===== config.mk =====
export PLATFORM = sky130hd
export DESIGN_NAME = irq_regwin_top
export DESIGN_NICKNAME = d
export VERILOG_FILES = /design/src/rtl/irq_regwin_pkg.sv /design/src/rtl/irq_regwin_ctrl.sv /design/src/rtl/irq_regwin_dp.sv /design/src/rtl/irq_regwin_top.sv
export SDC_FILE = /design/constraint.sdc
export NUM_CORES = 2
export LEC_CHECK = 0
export ABC_AREA = 1
export ABC_CLOCK_PERIOD_IN_PS = 3080
export BUFFER_PORTS_ARGS = -buffer_cell sky130_fd_sc_hd__buf_4
export CORE_AREA = 2 2 657 659
export DETAILED_ROUTE_END_ITERATION = 16
export DIE_AREA = 0 0 659 661
export PLACE_DENSITY = 0.39
export SLEW_MARGIN = 10
export SYNTH_ARGS = -nofsm -noshare
export SYNTH_HDL_FRONTEND = slang
export SYNTH_SLANG_ARGS = --single-unit

===== constraint.sdc =====
create_clock -name clk -period 3.08 [get_ports clk]
set_clock_uncertainty 0.1 [all_clocks]
set_input_delay 0.154 -clock clk [delete_from_list [all_inputs] [get_ports clk]]
set_output_delay 0.154 -clock clk [all_outputs]
set_load 0.1 [all_outputs]

===== src/rtl/irq_regwin_pkg.sv =====
package irq_regwin_pkg;

  localparam logic [7:0] OFF_SEL  = 8'h00;
  localparam logic [7:0] OFF_WIN  = 8'h10;
  localparam logic [7:0] SEL_VER  = 8'h00;
  localparam logic [7:0] SEL_ID   = 8'h01;
  localparam logic [7:0] SEL_ARB  = 8'h02;
  localparam logic [7:0] SEL_TBL  = 8'h10;
  localparam int         INSVC_BIT = 14;
  localparam int         MASK_BIT  = 16;

  typedef enum logic [2:0] {
    RD_ZERO,
    RD_SEL,
    RD_VER,
    RD_ID,
    RD_LO,
    RD_HI
  } rdSrc_e;

  typedef struct packed {
    logic       selWr;
    logic       idWr;
    logic       loWr;
    logic       hiWr;
    logic [7:0] entry;
    rdSrc_e     rdSrc;
  } strobes_t;

endpackage


===== src/rtl/irq_regwin_ctrl.sv =====
module irq_regwin_ctrl
  import irq_regwin_pkg::*;
#(
  parameter int PINS   = 24,
  parameter int ADDR_W = 12
) (
  input  logic [ADDR_W-1:0] addr,
  input  logic              wrEn,
  input  logic [7:0]        selReg,
  output strobes_t          st
);

  logic [7:0] off;
  logic [7:0] rel;
  logic [7:0] entNum;
  logic       isTbl;
  logic       entOk;
  logic       atSel;
  logic       atWin;

  assign off    = addr[7:0];
  assign atSel  = (off == OFF_SEL);
  assign atWin  = (off == OFF_WIN);
  assign rel    = selReg - SEL_TBL;
  assign entNum = {1'b0, rel[7:1]};
  assign isTbl  = (selReg >= SEL_TBL);
  assign entOk  = isTbl && (32'(entNum) < PINS);

  always_comb begin
    st       = '0;
    st.entry = entNum;
    st.rdSrc = RD_ZERO;
    st.selWr = wrEn && atSel;
    if (atSel) begin
      st.rdSrc = RD_SEL;
    end else if (atWin) begin
      if (selReg == SEL_VER) begin
        st.rdSrc = RD_VER;
      end else if (selReg == SEL_ID || selReg == SEL_ARB) begin
        st.rdSrc = RD_ID;
      end else if (entOk) begin
        st.rdSrc = selReg[0] ? RD_HI : RD_LO;
      end
      st.idWr = wrEn && (selReg == SEL_ID);
      st.loWr = wrEn && entOk && !selReg[0];
      st.hiWr = wrEn && entOk && selReg[0];
    end
  end

endmodule


===== src/rtl/irq_regwin_dp.sv =====
module irq_regwin_dp
  import irq_regwin_pkg::*;
#(
  parameter int         PINS    = 24,
  parameter logic [7:0] VERSION = 8'h11,
  localparam int        IDX_W   = $clog2(PINS)
) (
  input  logic             clk,
  input  logic             rstN,
  input  strobes_t         st,
  input  logic [31:0]      wrData,
  input  logic [PINS-1:0]  pendIn,
  input  logic [PINS-1:0]  inSvcSet,
  output logic [7:0]       selReg,
  output logic [31:0]      rdData,
  output logic [PINS*64-1:0] tableFlat,
  output logic             wrValid,
  output logic [IDX_W-1:0] wrIdx,
  output logic             retrig
);

  localparam logic [7:0] LAST_PIN = 8'(PINS - 1);

  logic [3:0]       idReg;
  logic [IDX_W-1:0] curIdx;
  logic [63:0]      curEnt;

  assign curIdx = st.entry[IDX_W-1:0];
  assign curEnt = tableFlat[curIdx*64 +: 64];

  always_ff @(posedge clk or negedge rstN) begin
    if (!rstN) begin
      selReg <= '0;
      idReg  <= '0;
    end else begin
      if (st.selWr) selReg <= wrData[7:0];
      if (st.idWr)  idReg  <= wrData[27:24];
    end
  end

  for (genvar g = 0; g < PINS; g++) begin : gEnt
    logic [63:0] ent;
    logic        hit;
    assign hit = (st.entry == 8'(g));
    always_ff @(posedge clk or negedge rstN) begin
      if (!rstN) begin
        ent <= 64'(1) << MASK_BIT;
      end else begin
        if (st.loWr && hit) begin
          ent[31:0]      <= wrData;
          ent[INSVC_BIT] <= 1'b0;
        end
        if (st.hiWr && hit) ent[63:32] <= wrData;
        if (inSvcSet[g]) ent[INSVC_BIT] <= 1'b1;
      end
    end
    assign tableFlat[g*64 +: 64] = ent;
  end

  always_ff @(posedge clk or negedge rstN) begin
    if (!rstN) begin
      wrValid <= 1'b0;
      wrIdx   <= '0;
      retrig  <= 1'b0;
    end else begin
      wrValid <= st.loWr || st.hiWr;
      retrig  <= (st.loWr || st.hiWr) && pendIn[curIdx];
      if (st.loWr || st.hiWr) wrIdx <= curIdx;
    end
  end

  always_comb begin
    unique case (st.rdSrc)
      RD_SEL:  rdData = {24'h0, selReg};
      RD_VER:  rdData = {8'h00, LAST_PIN, 8'h00, VERSION};
      RD_ID:   rdData = {4'h0, idReg, 24'h0};
      RD_LO:   rdData = curEnt[31:0];
      RD_HI:   rdData = curEnt[63:32];
      default: rdData = 32'h0;
    endcase
  end

endmodule


===== src/rtl/irq_regwin_top.sv =====
module irq_regwin_top
  import irq_regwin_pkg::*;
#(
  parameter int         PINS    = 24,
  parameter int         ADDR_W  = 12,
  parameter logic [7:0] VERSION = 8'h11,
  localparam int        IDX_W   = $clog2(PINS)
) (
  input  logic               clk,
  input  logic               rstN,
  input  logic [ADDR_W-1:0]  addr,
  input  logic               wrEn,
  input  logic [31:0]        wrData,
  output logic [31:0]        rdData,
  input  logic [PINS-1:0]    pendIn,
  input  logic [PINS-1:0]    inSvcSet,
  output logic [PINS*64-1:0] tableFlat,
  output logic               wrValid,
  output logic [IDX_W-1:0]   wrIdx,
  output logic               retrig
);

  strobes_t   st;
  logic [7:0] selReg;

  irq_regwin_ctrl #(.PINS(PINS), .ADDR_W(ADDR_W)) uCtrl (
    .addr(addr), .wrEn(wrEn), .selReg(selReg), .st(st)
  );

  irq_regwin_dp #(.PINS(PINS), .VERSION(VERSION)) uDp (
    .clk(clk), .rstN(rstN), .st(st), .wrData(wrData), .pendIn(pendIn),
    .inSvcSet(inSvcSet), .selReg(selReg), .rdData(rdData),
    .tableFlat(tableFlat), .wrValid(wrValid), .wrIdx(wrIdx), .retrig(retrig)
  );

endmodule


==> metrics.cfg <==
[placed_design]
place_area_um2 = 92600
place_congestion = 0.896
port_buffers = 1665
placedCellCount = 15000
hpwlAfterDp_mm = 444

[logic_synthesis]
synth_seq_area_share = 0.584
synth_fp_nets = 7703
syn_area_um2 = 66600
syn_area_per_cell_um2 = 8.76
synth_seq_cells = 1555
synthCells = 7606
synth_cell_types = 42
ys.warnings.count = 0

[sta]
finalCritPeriodShare = 1.34
setup_viol = 32
hold_slack_ns = 0.0284
worstMarginPinSlew_ns = 1.15
slew_headroom = 0.236
rsz0062_at_grt = yes
max_freq_mhz = 242
finalSetupTns_ns = -27.83
fin_crit_ns = 4.12
fin_ws_ns = -1.04
drv_slew = 0
hold_viol_final = 0

[detailed_routing]
via_per_inst = 4.45
vias = 69600
dr.pass1.iters = 6
antenna_left = 0
drcViolationCount = 0
detail_route.wl_per_cell_um = 36.8
drt-initial-drc-count = 7035
drt-total-wl_mm = 577

[clock_network]
clkLatencyLatePin_ns = 0.96
clkSlewWorstSetupHoldPaths_ns = 0.07
cts_buffers = 205
clockRootBuffer = clkbuf_16
cts_tree = done
cts_buffer_depth = 4
cts.sinks = 1555
htreeDepth = 4

[final_layout]
final_nets = 9853
final_cells = 15700
utilization = 0.246
layout_common_cells = buf_4 (2140), nand2_1 (2082), dfrtp_1 (1528)
drive_gt1_frac = 0.342
post-route-cell-area_um2 = 105000
area_delta_synth_final_pct = 58.2
mostFrequentLayoutCell = buf_4

[worst_setup_path]
end_kind = output port
path_class = flip-flop to output port
r2r_slack_ns = 0.09
crit_path_max_fanout = 5
required_ns = 2.83
worstSetupStartpointType = flip-flop
cp_data_arrival_time_ns = 3.87

[global_routing]
grt_max_degree = 136
grt_pass1_wl_mm = 732
grtUsageTotal = 0.255
grt_antenna_before_repair = 61
grt_overflow = 0
grt_pass1_vias = 66400

[floorplan]
ios = 1670
die_x_um = 659
rows = 241
core_area_um2 = 429000
die_h_um = 661
start_util = 0.155
die-area_um2 = 436000

[power_and_ir_drop]
p_leak_uw = 0.0494
p_sw_uw = 14700
p_comb_frac = 0.105
power_density_nw_per_um2 = 493
p_clk_frac = 0.501
switching_share = 0.283
seq_power_share = 0.394
p_int_uw = 37300
ir_drop_mv = 0.433

[min_path]
hold_path.class = primary input to flip-flop

[run_status]
failed_checks = setup timing
status = complete, but fails checks

[flow_run]
maxCapViolCount = 0

## synth_stat cells
cell type | number | area [um^2]
a21boi_0 | 2 | 15.0
a21o_1 | 24 | 180
a21oi_1 | 56 | 280
a22o_1 | 1 | 8.76
a22oi_1 | 223 | 1670
a31oi_1 | 1 | 6.26
and2_0 | 1 | 6.26
buf_1 | 61 | 229
buf_2 | 75 | 375
buf_4 | 2 | 15.0
buf_6 | 3 | 33.8
buf_8 | 1 | 15.0
clkbuf_1 | 547 | 2050
clkbuf_2 | 1 | 5.00
clkinv_1 | 2 | 7.51
dfrtp_1 | 1531 | 38300
dfstp_2 | 24 | 631
ha_1 | 2 | 25.0
inv_1 | 105 | 394
inv_2 | 5 | 18.8
inv_4 | 1 | 6.26
nand2_1 | 2224 | 8350
nand2_2 | 23 | 144
nand2_4 | 21 | 236
nand3_1 | 103 | 515
nand3_2 | 1 | 10.0
nand4_1 | 36 | 225
nor2_1 | 321 | 1200
nor2_2 | 3 | 18.8
nor2_4 | 3 | 33.8
nor2_8 | 1 | 20.0
nor3_1 | 2 | 10.0
nor3_2 | 6 | 60.1
nor3b_1 | 1 | 7.51
o211ai_1 | 1 | 7.51
o21ai_0 | 1579 | 7900
o21ai_1 | 209 | 1050
o21bai_1 | 9 | 67.6
o22a_1 | 1 | 8.76
o22ai_1 | 392 | 2450
or2_2 | 1 | 6.26
xnor2_1 | 1 | 8.76
## stage by stage
| stage | total power, uW | setup slack, ns |
|---|---|---|
| global route | 53500 | -1.10 |
| CTS | 52500 | -1.26 |
| floorplan | 21900 | 0.185 |
| detailed placement | 25700 | -1.22 |
| global placement | 25800 | -1.88 |
| finish | 52000 | -1.04 |
## routing by layer
metal,share of wire,GRT usage
met5,0.000069,0
met4,0.065,0.136
met3,0.066,0.0523
met2,0.49,0.442
met1,0.38,0.295
## final timing paths
check                           cells past startpoint             endpoint     startpoint
worst max-delay path                               13            rdData[8]  uDp.selReg[2]
worst min-delay path                                5         uDp.idReg[1]        addr[5]
worst max register to register                     15           uDp.retrig  uDp.selReg[1]
worst min register to register                      2         uDp.idReg[3]   uDp.idReg[3]
max in group asynchronous                           6  uDp.gEnt[16].ent[2]           rstN
min in group asynchronous                           4        uDp.selReg[1]           rstN
## state kept, by name, summed over array words and instances (netlist names)
name / count
uDp.gEnt.ent: 1536
uDp.idReg: 4
uDp.retrig: 1
uDp.selReg: 8
uDp.wrIdx: 5
uDp.wrValid: 1
## logic make-up (layout without fill, tap and decap cells)
kind of cell             after synthesis  after routing  synth area share
adder cells (fa/ha/maj)                2              2          0.000376
flip-flops                          1555           1555             0.584
AO/OA/AOI/OAI                       2498           2498             0.205
AND/OR/NAND/NOR                     2747           2747             0.163
other                                  0             29                 0
XOR/XNOR                               1              1          0.000131
buffers and inverters                803           3124            0.0473
## power groups by stage
stage	sequential, uW	clock [uW]	combinational, uW
final	20500	26100	5470
after global routing	20400	27300	5700
after CTS	20500	26600	5490
after detailed placement	20800	0	4920
after global placement	20800	0	4930
after floorplan	20800	0	1100
## repair_timing
| action | 4_1_cts | 5_1_grt |
|---|---|---|
| hold buffers | 93 | 0 |
| cloned | 15 | 2 |
| gates resized for setup | 577 | 253 |
| endpoints found under the setup margin | 422 | 131 |
| endpoints found under the hold margin | 2606 | 0 |
| setup buffers | 106 | 30 |
| pin swaps | 102 | 116 |
## worst max-delay path, cell delays in order, from the launching register on
cell and delay [ns]:
dfrtp_4 0.51, buf_12 0.16, nand2_8 0.08, buf_12 0.14, buf_12 0.15, buf_16 0.12
o22ai_4 0.08, o21ai_4 0.24, buf_8 0.20, nand4_1 0.46, nand2_4 0.29, nand3_4 0.13
nand2_8 0.10, buf_12 0.19
## cell type report
type | instances | area [um^2]
Multi-Input combinational cell | 5248 | 27000
Clock buffer | 307 | 6060
Clock inverter | 71 | 1120
Tap cell | 5710 | 7140
Inverter | 113 | 529
Sequential cell | 1555 | 39000
Timing Repair Buffer | 2633 | 24500
Fill cell | 46500 | 324000
Antenna cell | 29 | 72.6
No activity file was read; power rests on OpenSTA's default activity.
